--- src/rtl/coproc_pkg.sv ---
package coproc_pkg;

   localparam logic [31:0] OFF_SOFT_RST = 32'h0000_0000;
   localparam logic [31:0] OFF_ENABLE   = 32'h0000_0004;
   localparam logic [31:0] OFF_START    = 32'h0000_0008;
   localparam logic [31:0] OFF_DONE     = 32'h0000_000C;
   localparam logic [31:0] OFF_OPND_A   = 32'h0000_0100;
   localparam logic [31:0] OFF_OPND_B   = 32'h0000_0104;
   localparam logic [31:0] OFF_RESULT   = 32'h0000_0108;

   localparam logic [1:0] RESP_OKAY = 2'b00;

   typedef enum logic [2:0] {
      SEL_NONE,
      SEL_SOFT_RST,
      SEL_ENABLE,
      SEL_START,
      SEL_DONE,
      SEL_OPND_A,
      SEL_OPND_B,
      SEL_RESULT
   } reg_sel_e;

   function automatic reg_sel_e decode_addr(input logic [31:0] byte_addr);
      reg_sel_e sel;
      case (byte_addr)
         OFF_SOFT_RST: sel = SEL_SOFT_RST;
         OFF_ENABLE:   sel = SEL_ENABLE;
         OFF_START:    sel = SEL_START;
         OFF_DONE:     sel = SEL_DONE;
         OFF_OPND_A:   sel = SEL_OPND_A;
         OFF_OPND_B:   sel = SEL_OPND_B;
         OFF_RESULT:   sel = SEL_RESULT;
         default:      sel = SEL_NONE;
      endcase
      return sel;
   endfunction

endpackage

--- src/rtl/cp_wr_channel.sv ---
module cp_wr_channel #(
   parameter int ADDR_W = 12,
   parameter int DATA_W = 32,
   localparam int STRB_W = DATA_W / 8
) (
   input  logic              clk,
   input  logic              rst_n,
   input  logic              awvalid,
   output logic              awready,
   input  logic [ADDR_W-1:0] awaddr,
   input  logic              wvalid,
   output logic              wready,
   input  logic [DATA_W-1:0] wdata,
   input  logic [STRB_W-1:0] wstrb,
   output logic              bvalid,
   input  logic              bready,
   output logic              wr_en,
   output logic [ADDR_W-1:0] wr_addr,
   output logic [DATA_W-1:0] wr_data,
   output logic [STRB_W-1:0] wr_strb
);

   logic              aw_held_q;
   logic              w_held_q;
   logic              bvalid_q;
   logic [ADDR_W-1:0] addr_q;
   logic [DATA_W-1:0] data_q;
   logic [STRB_W-1:0] strb_q;

   assign awready = !aw_held_q && !bvalid_q;
   assign wready  = !w_held_q && !bvalid_q;
   assign wr_en   = aw_held_q && w_held_q && !bvalid_q;
   assign wr_addr = addr_q;
   assign wr_data = data_q;
   assign wr_strb = strb_q;
   assign bvalid  = bvalid_q;

   always_ff @(posedge clk) begin
      if (!rst_n) begin
         aw_held_q <= 1'b0;
         w_held_q  <= 1'b0;
         bvalid_q  <= 1'b0;
         addr_q    <= '0;
         data_q    <= '0;
         strb_q    <= '0;
      end else begin
         if (awvalid && awready) begin
            aw_held_q <= 1'b1;
            addr_q    <= awaddr;
         end
         if (wvalid && wready) begin
            w_held_q <= 1'b1;
            data_q   <= wdata;
            strb_q   <= wstrb;
         end
         if (wr_en) begin
            aw_held_q <= 1'b0;
            w_held_q  <= 1'b0;
            bvalid_q  <= 1'b1;
         end else if (bvalid_q && bready) begin
            bvalid_q <= 1'b0;
         end
      end
   end

endmodule

--- src/rtl/cp_rd_channel.sv ---
module cp_rd_channel #(
   parameter int ADDR_W = 12,
   parameter int DATA_W = 32
) (
   input  logic              clk,
   input  logic              rst_n,
   input  logic              arvalid,
   output logic              arready,
   input  logic [ADDR_W-1:0] araddr,
   output logic              rvalid,
   input  logic              rready,
   output logic [DATA_W-1:0] rdata,
   output logic [ADDR_W-1:0] rd_addr,
   input  logic [DATA_W-1:0] rd_value
);

   logic              rvalid_q;
   logic [DATA_W-1:0] rdata_q;

   assign arready = !rvalid_q;
   assign rvalid  = rvalid_q;
   assign rdata   = rdata_q;
   assign rd_addr = araddr;

   always_ff @(posedge clk) begin
      if (!rst_n) begin
         rvalid_q <= 1'b0;
         rdata_q  <= '0;
      end else if (arvalid && arready) begin
         rvalid_q <= 1'b1;
         rdata_q  <= rd_value;
      end else if (rvalid_q && rready) begin
         rvalid_q <= 1'b0;
      end
   end

endmodule

--- src/rtl/cp_sub_kernel.sv ---
module cp_sub_kernel #(
   parameter int DATA_W = 32,
   parameter int LAT    = 4,
   localparam int CNT_W = (LAT < 2) ? 1 : $clog2(LAT + 1)
) (
   input  logic              clk,
   input  logic              rst_n,
   input  logic              clr,
   input  logic              start,
   input  logic [DATA_W-1:0] opnd_a,
   input  logic [DATA_W-1:0] opnd_b,
   output logic              done,
   output logic [DATA_W-1:0] result
);

   logic [DATA_W-1:0] res_q;
   logic              done_q;

   assign done   = done_q;
   assign result = res_q;

   always_ff @(posedge clk) begin
      if (!rst_n) begin
         res_q <= '0;
      end else if (start) begin
         res_q <= opnd_b - opnd_a;
      end
   end

   generate
      if (LAT == 1) begin : g_single
         logic pend_q;
         always_ff @(posedge clk) begin
            if (!rst_n || clr) begin
               pend_q <= 1'b0;
               done_q <= 1'b0;
            end else begin
               pend_q <= start;
               done_q <= pend_q && !start;
            end
         end
      end else begin : g_count
         logic             busy_q;
         logic [CNT_W-1:0] cnt_q;
         always_ff @(posedge clk) begin
            if (!rst_n || clr) begin
               busy_q <= 1'b0;
               cnt_q  <= '0;
               done_q <= 1'b0;
            end else begin
               done_q <= 1'b0;
               if (start) begin
                  busy_q <= 1'b1;
                  cnt_q  <= CNT_W'(LAT);
               end else if (busy_q) begin
                  if (cnt_q == CNT_W'(1)) begin
                     busy_q <= 1'b0;
                     done_q <= 1'b1;
                  end else begin
                     cnt_q <= cnt_q - CNT_W'(1);
                  end
               end
            end
         end
      end
   endgenerate

endmodule

--- src/rtl/cp_reg_bank.sv ---
module cp_reg_bank
   import coproc_pkg::*;
#(
   parameter int ADDR_W = 12,
   parameter int DATA_W = 32,
   localparam int STRB_W = DATA_W / 8
) (
   input  logic              clk,
   input  logic              rst_n,
   input  logic              wr_en,
   input  logic [ADDR_W-1:0] wr_addr,
   input  logic [DATA_W-1:0] wr_data,
   input  logic [STRB_W-1:0] wr_strb,
   input  logic [ADDR_W-1:0] rd_addr,
   output logic [DATA_W-1:0] rd_value,
   input  logic              k_done,
   input  logic [DATA_W-1:0] k_result,
   output logic              k_start,
   output logic              soft_rst,
   output logic [DATA_W-1:0] opnd_a,
   output logic [DATA_W-1:0] opnd_b,
   output logic              enable,
   output logic              ready,
   output logic [DATA_W-1:0] result
);

   localparam int PAD_W = 32 - ADDR_W;

   reg_sel_e          wsel;
   reg_sel_e          rsel;
   logic              bit0_write;
   logic              go_write;
   logic [DATA_W-1:0] a_q, b_q, out_q;
   logic [DATA_W-1:0] a_nxt, b_nxt;
   logic              en_q, rdy_q, srst_q, start_q;

   assign wsel       = decode_addr({{PAD_W{1'b0}}, wr_addr});
   assign rsel       = decode_addr({{PAD_W{1'b0}}, rd_addr});
   assign bit0_write = wr_en && wr_strb[0];
   assign go_write   = bit0_write && (wsel == SEL_START) && wr_data[0];

   generate
      for (genvar g = 0; g < STRB_W; g++) begin : g_lane
         assign a_nxt[8*g +: 8] = wr_strb[g] ? wr_data[8*g +: 8] : a_q[8*g +: 8];
         assign b_nxt[8*g +: 8] = wr_strb[g] ? wr_data[8*g +: 8] : b_q[8*g +: 8];
      end
   endgenerate

   always_ff @(posedge clk) begin
      if (!rst_n) begin
         a_q     <= '0;
         b_q     <= '0;
         en_q    <= 1'b1;
         srst_q  <= 1'b0;
         start_q <= 1'b0;
      end else begin
         srst_q  <= bit0_write && (wsel == SEL_SOFT_RST) && wr_data[0];
         start_q <= go_write && en_q;
         if (bit0_write && wsel == SEL_ENABLE) begin
            en_q <= wr_data[0];
         end
         if (wr_en && wsel == SEL_OPND_A) begin
            a_q <= a_nxt;
         end
         if (wr_en && wsel == SEL_OPND_B) begin
            b_q <= b_nxt;
         end
      end
   end

   always_ff @(posedge clk) begin
      if (!rst_n || srst_q) begin
         rdy_q <= 1'b0;
         out_q <= '0;
      end else if (go_write) begin
         rdy_q <= 1'b0;
      end else if (k_done) begin
         rdy_q <= 1'b1;
         out_q <= k_result;
      end
   end

   always_comb begin
      rd_value = '0;
      case (rsel)
         SEL_ENABLE: rd_value[0] = en_q;
         SEL_DONE:   rd_value[0] = rdy_q;
         SEL_OPND_A: rd_value    = a_q;
         SEL_OPND_B: rd_value    = b_q;
         SEL_RESULT: rd_value    = out_q;
         default:    rd_value    = '0;
      endcase
   end

   assign k_start  = start_q;
   assign soft_rst = srst_q;
   assign opnd_a   = a_q;
   assign opnd_b   = b_q;
   assign enable   = en_q;
   assign ready    = rdy_q;
   assign result   = out_q;

endmodule

--- src/rtl/axil_blocking_coproc.sv ---
module axil_blocking_coproc
   import coproc_pkg::*;
#(
   parameter int ADDR_W     = 12,
   parameter int DATA_W     = 32,
   parameter int KERNEL_LAT = 4,
   localparam int STRB_W    = DATA_W / 8
) (
   input  logic              aclk,
   input  logic              aresetn,
   input  logic              s_axi_awvalid,
   output logic              s_axi_awready,
   input  logic [ADDR_W-1:0] s_axi_awaddr,
   input  logic              s_axi_wvalid,
   output logic              s_axi_wready,
   input  logic [DATA_W-1:0] s_axi_wdata,
   input  logic [STRB_W-1:0] s_axi_wstrb,
   output logic              s_axi_bvalid,
   input  logic              s_axi_bready,
   output logic [1:0]        s_axi_bresp,
   input  logic              s_axi_arvalid,
   output logic              s_axi_arready,
   input  logic [ADDR_W-1:0] s_axi_araddr,
   output logic              s_axi_rvalid,
   input  logic              s_axi_rready,
   output logic [DATA_W-1:0] s_axi_rdata,
   output logic [1:0]        s_axi_rresp
);

   generate
      if (DATA_W != 32 && DATA_W != 64) begin : g_bad_data_w
         $error("DATA_W must be 32 or 64");
      end
      if (ADDR_W < 9 || ADDR_W > 31) begin : g_bad_addr_w
         $error("ADDR_W must lie in 9..31 to reach the data registers");
      end
      if (KERNEL_LAT < 1 || KERNEL_LAT > 255) begin : g_bad_lat
         $error("KERNEL_LAT must lie in 1..255");
      end
   endgenerate

   logic              wr_en;
   logic [ADDR_W-1:0] wr_addr;
   logic [DATA_W-1:0] wr_data;
   logic [STRB_W-1:0] wr_strb;
   logic [ADDR_W-1:0] rd_addr;
   logic [DATA_W-1:0] rd_value;
   logic              k_start, k_done, soft_rst;
   logic [DATA_W-1:0] k_result, opnd_a, opnd_b, result_val;
   logic              enable_flag, ready_flag;

   assign s_axi_bresp = RESP_OKAY;
   assign s_axi_rresp = RESP_OKAY;

   cp_wr_channel #(.ADDR_W(ADDR_W), .DATA_W(DATA_W)) u_wr (
      .clk     (aclk),
      .rst_n   (aresetn),
      .awvalid (s_axi_awvalid),
      .awready (s_axi_awready),
      .awaddr  (s_axi_awaddr),
      .wvalid  (s_axi_wvalid),
      .wready  (s_axi_wready),
      .wdata   (s_axi_wdata),
      .wstrb   (s_axi_wstrb),
      .bvalid  (s_axi_bvalid),
      .bready  (s_axi_bready),
      .wr_en   (wr_en),
      .wr_addr (wr_addr),
      .wr_data (wr_data),
      .wr_strb (wr_strb)
   );

   cp_rd_channel #(.ADDR_W(ADDR_W), .DATA_W(DATA_W)) u_rd (
      .clk      (aclk),
      .rst_n    (aresetn),
      .arvalid  (s_axi_arvalid),
      .arready  (s_axi_arready),
      .araddr   (s_axi_araddr),
      .rvalid   (s_axi_rvalid),
      .rready   (s_axi_rready),
      .rdata    (s_axi_rdata),
      .rd_addr  (rd_addr),
      .rd_value (rd_value)
   );

   cp_reg_bank #(.ADDR_W(ADDR_W), .DATA_W(DATA_W)) u_regs (
      .clk      (aclk),
      .rst_n    (aresetn),
      .wr_en    (wr_en),
      .wr_addr  (wr_addr),
      .wr_data  (wr_data),
      .wr_strb  (wr_strb),
      .rd_addr  (rd_addr),
      .rd_value (rd_value),
      .k_done   (k_done),
      .k_result (k_result),
      .k_start  (k_start),
      .soft_rst (soft_rst),
      .opnd_a   (opnd_a),
      .opnd_b   (opnd_b),
      .enable   (enable_flag),
      .ready    (ready_flag),
      .result   (result_val)
   );

   cp_sub_kernel #(.DATA_W(DATA_W), .LAT(KERNEL_LAT)) u_kernel (
      .clk    (aclk),
      .rst_n  (aresetn),
      .clr    (soft_rst),
      .start  (k_start),
      .opnd_a (opnd_a),
      .opnd_b (opnd_b),
      .done   (k_done),
      .result (k_result)
   );

endmodule

--- config.mk ---
export PLATFORM = sky130hd
export DESIGN_NAME = axil_blocking_coproc
export DESIGN_NICKNAME = d
export VERILOG_FILES = /design/src/rtl/coproc_pkg.sv /design/src/rtl/cp_wr_channel.sv /design/src/rtl/cp_rd_channel.sv /design/src/rtl/cp_sub_kernel.sv /design/src/rtl/cp_reg_bank.sv /design/src/rtl/axil_blocking_coproc.sv
export SDC_FILE = /design/constraint.sdc
export NUM_CORES = 1
export LEC_CHECK = 0
export ABC_CLOCK_PERIOD_IN_PS = 6500
export BUFFER_PORTS_ARGS = -buffer_cell sky130_fd_sc_hd__buf_2
export CAP_MARGIN = 20
export CELL_PAD_IN_SITES_DETAIL_PLACEMENT = 1
export CELL_PAD_IN_SITES_GLOBAL_PLACEMENT = 2
export CORE_ASPECT_RATIO = 0.75
export CORE_MARGIN = 3
export CORE_UTILIZATION = 26
export DETAILED_ROUTE_END_ITERATION = 6
export PLACE_DENSITY = 0.6
export RECOVER_POWER = 25
export SYNTH_ARGS = -nofsm -noshare
export SYNTH_HDL_FRONTEND = slang
export SYNTH_SLANG_ARGS = --single-unit
--- constraint.sdc ---
create_clock -name aclk -period 6.5 [get_ports aclk]
set_input_delay 0.325 -clock aclk [delete_from_list [all_inputs] [get_ports aclk]]
set_output_delay 0.325 -clock aclk [all_outputs]
set_load 0.03 [all_outputs]
==> results.py, run 1 <==
metrics = {
    "outcome": {
        "status": "finished with violations",
        "violations": "capacitance limit, slew limit",
    },
    "setup_path": {
        "r2r_cells": 9,
        "path_max_fanout": 78,
        "reg2reg_slack_ps": 3700,
        "end_kind": "flop",
        "crit_required_ps": 6980,
        "r2r_end": "u_kernel.result[22]$_SDFFE_PN0P_",
        "worstSetupStartpointType": "primary input",
        "arrival_ps": 3990,
        "path_class": "primary input to flop",
        "crit-reg2reg-launch": "u_regs.opnd_a[7]$_SDFFE_PN0P_",
    },
    "detailed_routing": {
        "top_layer": "met5",
        "vias_per_cell": 4.829,
        "drcViolationCount": 0,
        "ant_nets": 0,
        "routed_wl_microns": 37920,
        "wl_per_cell_microns": 19.26,
        "wl_met3_microns": 1357,
        "drtIter0Drc": 481,
        "via_count": 9509,
        "routed-wl-met2_microns": 14560,
        "wl_met1_microns": 21460,
        "drtPass1Iterations": 5,
    },
    "cts": {
        "clock_latency_ps": 570,
        "ctsResizeCount": 0,
        "cts_tree": "yes",
        "clk_pin_slew_ps": 60,
        "root_buffer": "clkbuf_16",
        "clockBufferDepth": 3,
        "h-tree-depth": 1,
        "numCtsBuffers": 27,
        "clock-sinks": 221,
    },
    "global_route": {
        "grt_overflow": 0,
        "grt_pass1_vias": 9409,
        "grt_pass1_wl_microns": 58970,
        "antenna_found_initial": 4,
        "grt_use_total_pct": 17.46,
        "grt_max_degree": 79,
    },
    "power_and_ir_drop": {
        "p_sw_mw": 0.7378,
        "p_leak_nw": 4.743,
        "combPwrFrac_pct": 5.1,
        "p_seq_share_pct": 45.9,
        "powerDensity_nw_per_um2": 242.6,
        "p_int_mw": 2.317,
        "p_clk_share_pct": 49.0,
        "peakVddDrop_uv": 156.2,
        "p_sw_share_pct": 24.15,
    },
    "floorplanning": {
        "die_area_sq_um": 43240,
        "initial_core_util_pct": 26.57,
        "core_sq_um": 39890,
        "die_x_microns": 239.1,
        "design.portCount": 108,
        "die_y_microns": 180.8,
        "rows": 63,
    },
    "timing": {
        "fin_crit_ps": 3509,
        "drv_slew": 71,
        "fmax_mhz": 285.0,
        "fin_crit_sh_pct": 53.99,
        "worstMarginPinSlew_ps": 2888,
        "hold_viol": 0,
        "setup_viol": 0,
        "setup_tns_ps": 0,
        "skew_ps": 21.15,
        "maxSlewHeadroom_pct": -92.55,
        "rsz0062_at_grt": "no",
    },
    "min_path": {
        "hp-start": "s_axi_wdata[2]",
        "hp-class": "primary input to flop",
        "hold_end": "u_wr.wr_data[2]$_SDFFE_PN0P_",
        "hold_depth": 3,
    },
    "yosys": {
        "synth_area_leaders": "dfxtp_1 42%, nand2_1 13%, a21boi_0 8.2%",
        "syn-mean-instance-area_sq_um": 7.861,
        "synth_ff_type": "dfxtp_1",
        "syn_area_sq_um": 10600,
        "ys_seq_elements": 221,
        "synth_edf_count": 0,
        "synth_top_area_cell": "dfxtp_1",
        "ys_seq_area_share_pct": 41.75,
        "synth_top_area_share_pct": 41.75,
        "async_flop_share_pct": 0,
        "yosys_warnings": 0,
        "synthDistinctLibCells": 64,
        "netlist_instances": 1348,
    },
    "layout": {
        "antenna_cells": 0,
        "drive_above_1_share_pct": 8.903,
        "stdcell_area_sq_um": 12590,
        "utilization_pct": 31.56,
        "n_fill_cell": 4834,
        "seq_area_sq_um": 4424,
        "fin_nets": 1531,
        "areaGrowthSynthToFinish_pct": 18.81,
        "multi_input_comb_area_sq_um": 5675,
    },
    "placed_design": {
        "dpl.hpwl_microns": 27460,
        "gp_congestion": 0.8105,
        "portBuffers": 103,
        "placed_area_sq_um": 11500,
    },
    "flow_run": {
        "cap_violations": 1,
    },
}
[what timing repair did]
action                    4_1_cts  5_1_grt
buffers inserted                0        0
hold endpoints to repair       23        0
hold buffers                   24        0
[power by group through the flow]
| stage | sequential (mW) | combinational (mW) | clock, mW |
|---|---|---|---|
| after global placement | 1.43 | 0.147 | 0 |
| after CTS | 1.40 | 0.159 | 1.55 |
| after global routing | 1.41 | 0.175 | 1.61 |
| final | 1.40 | 0.155 | 1.50 |
| after detailed placement | 1.43 | 0.148 | 0 |
| after floorplan | 1.42 | 0.0914 | 0 |
[cells in the mapped netlist (2+ instances only)]
cell / number
dfxtp_1: 221
o211a_1: 4
nand3b_1: 2
nor2b_1: 20
mux2i_1: 45
nand2_1: 373
a211o_1: 2
nand4_1: 9
a32o_1: 2
buf_1: 5
a31oi_1: 8
a211oi_1: 4
and3_1: 5
a2111oi_0: 2
o2111ai_1: 3
xnor2_1: 10
o21ai_0: 65
a21boi_1: 2
a21oi_1: 95
nand2b_1: 6
or3_1: 4
o21a_1: 7
buf_2: 9
nor3b_1: 3
ha_1: 33
inv_1: 46
a21boi_0: 116
o31ai_1: 4
nor3_1: 12
o211ai_1: 7
nor4_1: 3
a221oi_1: 2
buf_4: 4
nor2_1: 66
and2_1: 16
or4_1: 2
o21ai_1: 2
xor2_1: 10
a21o_1: 12
clkbuf_1: 68
nand3_1: 16
[layout make-up]
class                           count  area share, %
Inverter                           46          1.371
Sequential cell                   221          35.14
Tap cell                          520          5.168
Multi-Input combinational cell    998          45.08
Clock buffer                       42          6.291
Clock inverter                      6         0.6062
Timing Repair Buffer              136          6.341
[registers in the layout, indices dropped and copies added (netlist names)]
register and count:
u_kernel.result 32, u_rd.rdata 32, u_regs.opnd_a 32, u_regs.opnd_b 32, u_regs.result 32, u_wr.wr_data 32
u_wr.wr_addr 12, u_wr.wr_strb 4, u_kernel.g_count.cnt_q 3, u_kernel.done 1, u_kernel.g_count.busy_q 1, u_rd.rvalid 1
u_regs.enable 1, u_regs.k_start 1, u_regs.ready 1, u_regs.soft_rst 1, u_wr.aw_held_q 1, u_wr.bvalid 1
u_wr.w_held_q 1
[cell families (layout without fill, tap and decap cells)]
family          after synthesis  after routing  share of synthesized area (%)
compound gates              354            354                          21.84
xor+xnor                     20             20                          1.653
fa+ha+maj                    34             34                          4.086
buf+inv                     132            230                          4.924
flops                       221            221                          41.75
mux                          45             45                          4.251
other cells                   1              4                        0.03539
simple gates                541            541                          21.45
[worst max-delay path, cell delays in order]
cell      delay, ps
buf_4           590
clkbuf_1       2090
and2_1          320
buf_4           360
nand2_1         100
o21ai_0          90
[stage by stage]
| stage | cells | hold slack, ps | power (mW) | worst slack [ps] |
|---|---|---|---|---|
| floorplan | 1351 | 424.9 | 1.512 | 4189 |
| global placement | 1896 | 434.3 | 1.579 | 3746 |
| detailed placement | 1896 | 441.2 | 1.579 | 3741 |
| finish | 1969 | 24.88 | 3.055 | 2991 |
| global route | 1969 | 14.67 | 3.190 | 2507 |
| CTS | 1968 | 0.1386 | 3.113 | 3721 |
[cells in the final DEF, fill, tap and decap left out, types with 12 or more instances in the layout]
cell type / synthesis / final
dfxtp_1: 221 / 221
nand2_1: 373 / 372
a21boi_0: 116 / 116
nor2_1: 66 / 66
clkbuf_1: 68 / 45
dlygate4sd3_1: 0 / 24
and2_1: 16 / 14
ha_1: 33 / 33
nand3_1: 16 / 16
mux2i_1: 45 / 45
a21oi_1: 95 / 95
a21o_1: 12 / 12
nor2b_1: 20 / 18
clkbuf_16: 0 / 27
buf_2: 9 / 67
nor3_1: 12 / 12
inv_1: 46 / 46
o21ai_0: 65 / 65
[routing by layer]
metal | vias to the layer above | GRT usage (%)
met1 | 4621 | 28.67
met4 | 6 | 2.683
met3 | 40 | 2.671
met5 | - | 0
li1 | 4715 | -
met2 | 127 | 23.71
[worst max path at each step]
stage	startpoint	depth (start not counted)	slack, ps	to
finish	aresetn	6	2990	u_rd.rdata[18]$_SDFFE_PN0P_
CTS	u_regs.opnd_a[7]$_SDFFE_PN0P_	9	3720	u_kernel.result[22]$_SDFFE_PN0P_
floorplan	u_regs.opnd_b[0]$_SDFFE_PN0P_	10	4190	u_kernel.result[28]$_SDFFE_PN0P_
global placement	u_regs.opnd_a[2]$_SDFFE_PN0P_	9	3750	u_kernel.result[24]$_SDFFE_PN0P_
detailed placement	u_regs.opnd_b[0]$_SDFFE_PN0P_	10	3740	u_kernel.result[28]$_SDFFE_PN0P_
global route	aresetn	6	2510	u_rd.rdata[27]$_SDFFE_PN0P_
Note: power is estimated with default switching activity, not from simulation.
==> run 2, diff against run 1 <==
Settings changed: ABC_CLOCK_PERIOD_IN_PS 6500 to 3500.
Clock period 6.5 ns to 3.5 ns, I/O delays scaled along.
==> results.py, run 2 (synthesis gave the netlist of run 1 again) <==
metrics = {
    "outcome": {
        "status": "finished with violations",
        "violations": "capacitance limit, slew limit",
    },
    "placed_design": {
        "portBuffers": 103,
        "gp_congestion": 0.8001,
        "placed_area_sq_um": 11570,
        "dpl.hpwl_microns": 27360,
        "pre_cts_ws_ps": 829.9,
    },
    "layout": {
        "seq_area_sq_um": 4424,
        "n_fill_cell": 4787,
        "areaGrowthSynthToFinish_pct": 22.05,
        "stdcell_area_sq_um": 12930,
        "drive_above_1_share_pct": 9.024,
        "layout_commonest_cell": "nand2_1",
        "antenna_cells": 0,
        "utilization_pct": 32.42,
        "mostFrequentLayoutCells": "373 x nand2_1, 221 x dfxtp_1, 116 x a21boi_0, 95 x a21oi_1, 67 x buf_2",
        "multi_input_comb_area_sq_um": 5670,
        "fin_nets": 1566,
    },
    "floorplanning": {
        "initial_core_util_pct": 26.57,
        "die_y_microns": 180.8,
        "die_area_sq_um": 43240,
        "die_x_microns": 239.1,
        "rows": 63,
        "design.portCount": 108,
        "core_sq_um": 39890,
    },
    "cts": {
        "clock_latency_ps": 560,
        "clock-sinks": 221,
        "clockBufferDepth": 3,
        "numCtsBuffers": 26,
        "h-tree-depth": 1,
        "postCtsSetupBuffers": 0,
        "cts_tree": "yes",
        "root_buffer": "clkbuf_16",
        "clk_pin_slew_ps": 60,
    },
    "setup_path": {
        "r2r_cells": 10,
        "worstSetupStartpointType": "flop",
        "path_max_fanout": 5,
        "crit-reg2reg-launch": "u_regs.opnd_b[0]$_SDFFE_PN0P_",
        "r2r_end": "u_kernel.result[28]$_SDFFE_PN0P_",
        "arrival_ps": 3160,
        "path_class": "flop to flop",
        "crit_end": "u_kernel.result[28]$_SDFFE_PN0P_",
        "reg2reg_slack_ps": 770,
        "crit_start": "u_regs.opnd_b[0]$_SDFFE_PN0P_",
        "crit_required_ps": 3930,
        "end_kind": "flop",
    },
    "timing": {
        "fin_ws_ps": 766.5,
        "maxSlewHeadroom_pct": -46.23,
        "fin_crit_ps": 2734,
        "fin_crit_sh_pct": 78.10,
        "worstMarginPinSlew_ps": 2193,
        "setup_tns_ps": 0,
        "drv_slew": 94,
        "fmax_mhz": 365.8,
        "skew_ps": 20.19,
        "setup_viol": 0,
        "hold_viol": 0,
        "whs_ps": 80.21,
        "rsz0062_at_grt": "no",
    },
    "global_route": {
        "grt_use_total_pct": 17.36,
        "grt_pass1_vias": 9667,
        "grt_max_degree": 58,
        "grt_pass1_wl_microns": 58570,
        "antenna_found_initial": 0,
        "grt_overflow": 0,
    },
    "detailed_routing": {
        "via_count": 9584,
        "ant_nets": 0,
        "drtPass1Iterations": 4,
        "drcViolationCount": 0,
        "wl_per_cell_microns": 18.73,
        "routed_wl_microns": 37560,
        "drtIter0Drc": 412,
        "vias_per_cell": 4.780,
    },
    "power_and_ir_drop": {
        "peakVddDrop_uv": 263.3,
        "powerDensity_nw_per_um2": 448.8,
        "p_leak_nw": 4.889,
    },
    "flow_run": {
        "cap_violations": 2,
    },
    "min_path": {
        "hp-class": "primary input to flop",
    },
}
-- run 2: cell count changes in the layout (fill, tap and decap cells not counted), moves of 2 or more --
cell,before,now
dlygate4sd3_1,24,51
buf_4,8,17
bufinv_16,1,4
clkbuf_8,6,3
clkbuf_1,45,47
-- run 2: repair_timing --
| action | CTS | global route |
|---|---|---|
| hold buffers | 51 | 0 |
| endpoints found under the hold margin | 50 | 0 |
| resized for setup | 0 | 0 |
-- run 2: per-layer routing --
metal / up-vias / share of wire, % / track usage, %
met2: 113 / 40 / 24.65
met4: 0 / 1.2 / 2.756
met1: 4678 / 56 / 27.85
met3: 24 / 3.6 / 2.289
met5: - / 0 / 0
li1: 4769 / - / -
-- run 2: how the worst min path moves through the flow --
stage	start	end	slack, ps	depth (start not counted)
finish	s_axi_araddr[8]	u_rd.rdata[0]$_SDFFE_PN0P_	80	4
global route	s_axi_araddr[11]	u_rd.rdata[0]$_SDFFE_PN0P_	140	5
CTS	s_axi_araddr[8]	u_rd.rdata[0]$_SDFFE_PN0P_	40	4
detailed placement	s_axi_arvalid	u_rd.rvalid$_SDFFE_PN0P_	430	2
global placement	s_axi_arvalid	u_rd.rvalid$_SDFFE_PN0P_	420	2
floorplan	s_axi_arvalid	u_rd.rvalid$_SDFFE_PN0P_	310	1
-- run 2: stage by stage --
step           std cells  power (mW)
2_1_floorplan       1351       2.808
3_3_place_gp        1906       2.934
3_5_place_dp        1906       2.938
4_1_cts             2005       5.906
5_1_grt             2005       6.057
6_report            2005       5.804
-- run 2: final cells by class --
class	instances	area share [%]
multi-input combinational	998	43.85
clock inverter	9	1.335
timing repair buffer	172	8.601
sequential	221	34.21
clock buffer	39	5.640
inverter	46	1.335
tap	520	5.031
-- run 2: worst max-delay path, stage by stage, from the launching register on --
cell,delay (ps)
dfxtp_1,360
inv_1,50
ha_1,220
fa_1,430
nor2b_1,180
o31a_2,200
o21ai_1,130
a211oi_1,340
o2111ai_1,200
nand3_1,130
or3b_1,350
-- run 2: report_power, final --
part / switching [mW] / total [mW] / internal, mW / leakage, nW
logic: 0.179 / 0.313 / 0.133 / 2.67
registers: 0.0508 / 2.61 / 2.56 / 1.79
clock network: 1.14 / 2.88 / 1.74 / 0.434
==> run 3, diff against run 2 <==
Settings changed: ABC_AREA set to 1, ABC_CLOCK_PERIOD_IN_PS 3500 to 2700, PLACE_DENSITY 0.6 to 0.64.
Clock period 3.5 ns to 2.7 ns, I/O delays scaled along.
==> results.py, run 3 <==
metrics = {
    "global_route": {
        "grt_use_total_pct": 19.40,
        "antenna_found_initial": 0,
        "grt_overflow": 0,
        "grt_max_degree": 126,
        "grt_pass1_vias": 11460,
        "grt_pass1_wl_microns": 68490,
    },
    "timing": {
        "whs_ps": 101.1,
        "fmax_mhz": 439.0,
        "fin_crit_ps": 2278,
        "maxSlewHeadroom_pct": 3.806,
        "drv_slew": 0,
        "setup_tns_ps": 0,
        "hold_viol": 0,
        "setup_viol": 0,
        "rsz0062_at_grt": "no",
        "fin_crit_sh_pct": 84.37,
        "worstMarginPinSlew_ps": 1443,
        "skew_ps": 20.24,
        "fin_ws_ps": 422.0,
    },
    "floorplanning": {
        "design.portCount": 108,
        "die_area_sq_um": 45750,
        "initial_core_util_pct": 26.50,
        "core_sq_um": 42370,
        "rows": 65,
        "die_x_microns": 246.0,
        "die_y_microns": 186.0,
    },
    "yosys": {
        "syn_area_sq_um": 11230,
        "async_flop_share_pct": 0,
        "yosys_warnings": 0,
        "synth_top_area_share_pct": 39.40,
        "synthDistinctLibCells": 40,
        "syn-mean-instance-area_sq_um": 6.491,
        "ys_seq_elements": 221,
        "synth_area_leaders": "dfxtp_1 39%, nand2_1 17%, nor2_1 7.8%",
        "synth_ff_type": "dfxtp_1",
        "ys_seq_area_share_pct": 39.40,
        "synth_most_common_cell": "nand2_1",
        "yosys-top-cells-count": "501 x nand2_1, 233 x nor2_1, 222 x inv_1",
        "netlist_instances": 1730,
        "synth_edf_count": 0,
        "synth_top_area_cell": "dfxtp_1",
    },
    "cts": {
        "numCtsBuffers": 27,
        "ctsResizeCount": 0,
        "clock-sinks": 221,
        "clock_latency_ps": 580,
        "h-tree-depth": 1,
        "clk_pin_slew_ps": 60,
        "holdBufCountCts": 55,
        "root_buffer": "clkbuf_16",
        "postCtsSetupBuffers": 0,
        "clockBufferDepth": 3,
        "cts_tree": "yes",
    },
    "flow_run": {
        "cap_violations": 0,
    },
    "min_path": {
        "hold_end": "u_rd.rdata[0]$_SDFFE_PN0P_",
        "hp-class": "primary input to flop",
        "hold_depth": 7,
        "hp-start": "s_axi_araddr[2]",
    },
    "power_and_ir_drop": {
        "p_sw_share_pct": 24.71,
        "powerDensity_nw_per_um2": 569.0,
        "p_int_mw": 5.945,
        "p_leak_nw": 6.212,
        "p_seq_share_pct": 43.3,
        "p_sw_mw": 1.952,
        "p_clk_share_pct": 50.6,
        "peakVddDrop_uv": 418.9,
        "finalPower_mw": 7.897,
        "combPwrFrac_pct": 6.1,
    },
    "layout": {
        "antenna_cells": 0,
        "drive_above_1_share_pct": 8.421,
        "layout_commonest_cell": "nand2_1",
        "mostFrequentLayoutCells": "502 x nand2_1, 233 x nor2_1, 222 x inv_1, 221 x dfxtp_1, 132 x a21oi_1",
        "areaGrowthSynthToFinish_pct": 23.59,
        "fin_nets": 1982,
        "layout.cells.non_filler": 2469,
    },
    "setup_path": {
        "reg2reg_slack_ps": 420,
        "end_kind": "flop",
        "crit-reg2reg-launch": "u_wr.bvalid$_SDFFE_PN0P_",
        "r2r_end": "u_wr.wr_data[13]$_SDFFE_PN0P_",
        "crit_required_ps": 3150,
        "r2r_cells": 6,
        "worstSetupStartpointType": "flop",
        "path_class": "flop to flop",
        "arrival_ps": 2730,
        "path_max_fanout": 40,
    },
    "placed_design": {
        "dpl.hpwl_microns": 32750,
        "portBuffers": 103,
        "pre_cts_ws_ps": 477.9,
        "gp_congestion": 0.8561,
        "dp.cells": 2366,
    },
    "detailed_routing": {
        "wl_per_cell_microns": 17.87,
        "drtIter0Drc": 648,
        "routed_wl_microns": 44130,
        "via_count": 11320,
        "ant_nets": 0,
        "drtPass1Iterations": 5,
        "drcViolationCount": 0,
        "vias_per_cell": 4.586,
    },
    "outcome": {
        "status": "complete, no violations",
    },
}
## run 3: area by class of cell
cell class | count | area [sq um]
sequential | 221 | 4424
fill | 5359 | 28490
multi-input combinational | 1209 | 5615
tap | 569 | 711.9
inverter | 229 | 862.1
clock inverter | 13 | 216.5
timing repair buffer | 193 | 1303
clock buffer | 35 | 745.7
## run 3: cell families (layout without fill, tap and decap cells)
group / after synthesis / in the layout / share of synthesized area, %
AO/OA/AOI/OAI: 270 / 270 / 12.67
XOR/XNOR: 14 / 14 / 1.092
adder cells (fa/ha/maj): 34 / 34 / 3.855
buffers and inverters: 303 / 470 / 10.67
flip-flops: 221 / 221 / 39.40
other: 1 / 4 / 0.03339
AND/OR/NAND/NOR: 887 / 887 / 32.28
## run 3: power groups by stage
| stage | clock network, mW | registers, mW | logic, mW |
|---|---|---|---|
| after floorplan | 0 | 3.45 | 0.291 |
| after global placement | 0 | 3.49 | 0.423 |
| after detailed placement | 0 | 3.50 | 0.429 |
| after CTS | 4.13 | 3.42 | 0.493 |
| after global routing | 4.27 | 3.44 | 0.545 |
| final | 3.99 | 3.42 | 0.482 |
## run 3: per-stage QoR
step | utilization [%] | cell area, sq um
6_report | 32.75 | 13880
5_1_grt | 32.75 | 13880
4_1_cts | 32.89 | 13930
3_5_place_dp | 29.32 | 12420
3_3_place_gp | 29.32 | 12420
2_1_floorplan | - | 11240
## run 3: worst max-delay path, cell delays in order, from the launching register on
cell	delay [ps]
dfxtp_1	340
nor2_1	170
nand2_1	110
clkbuf_2	450
o21ai_0	460
nor2_1	70
dlygate4sd3_1	560
## run 3: worst max-delay path by stage
stage	from	end	slack, ps	cells past startpoint
3_3_place_gp	u_wr.wr_addr[0]$_SDFFE_PN0P_	u_regs.opnd_a[4]$_SDFFE_PN0P_	480	8
2_1_floorplan	u_regs.opnd_b[0]$_SDFFE_PN0P_	u_kernel.result[16]$_SDFFE_PN0P_	850	13
5_1_grt	u_wr.bvalid$_SDFFE_PN0P_	u_regs.result[22]$_SDFFE_PP0P_	140	8
3_5_place_dp	u_wr.wr_addr[0]$_SDFFE_PN0P_	u_regs.opnd_a[4]$_SDFFE_PN0P_	480	8
6_report	u_wr.bvalid$_SDFFE_PN0P_	u_wr.wr_data[13]$_SDFFE_PN0P_	420	6
4_1_cts	u_wr.wr_addr[6]$_SDFFE_PN0P_	u_regs.opnd_b[8]$_SDFFE_PN0P_	470	10
## run 3: layer usage
metal / up-vias / track usage [%] / wire length (microns)
li1: 5739 / - / -
met1: 5371 / 31.30 / 24860
met2: 178 / 26.29 / 16390
met4: 0 / 3.186 / 686
met5: - / 0 / 0
met3: 36 / 3.629 / 2190
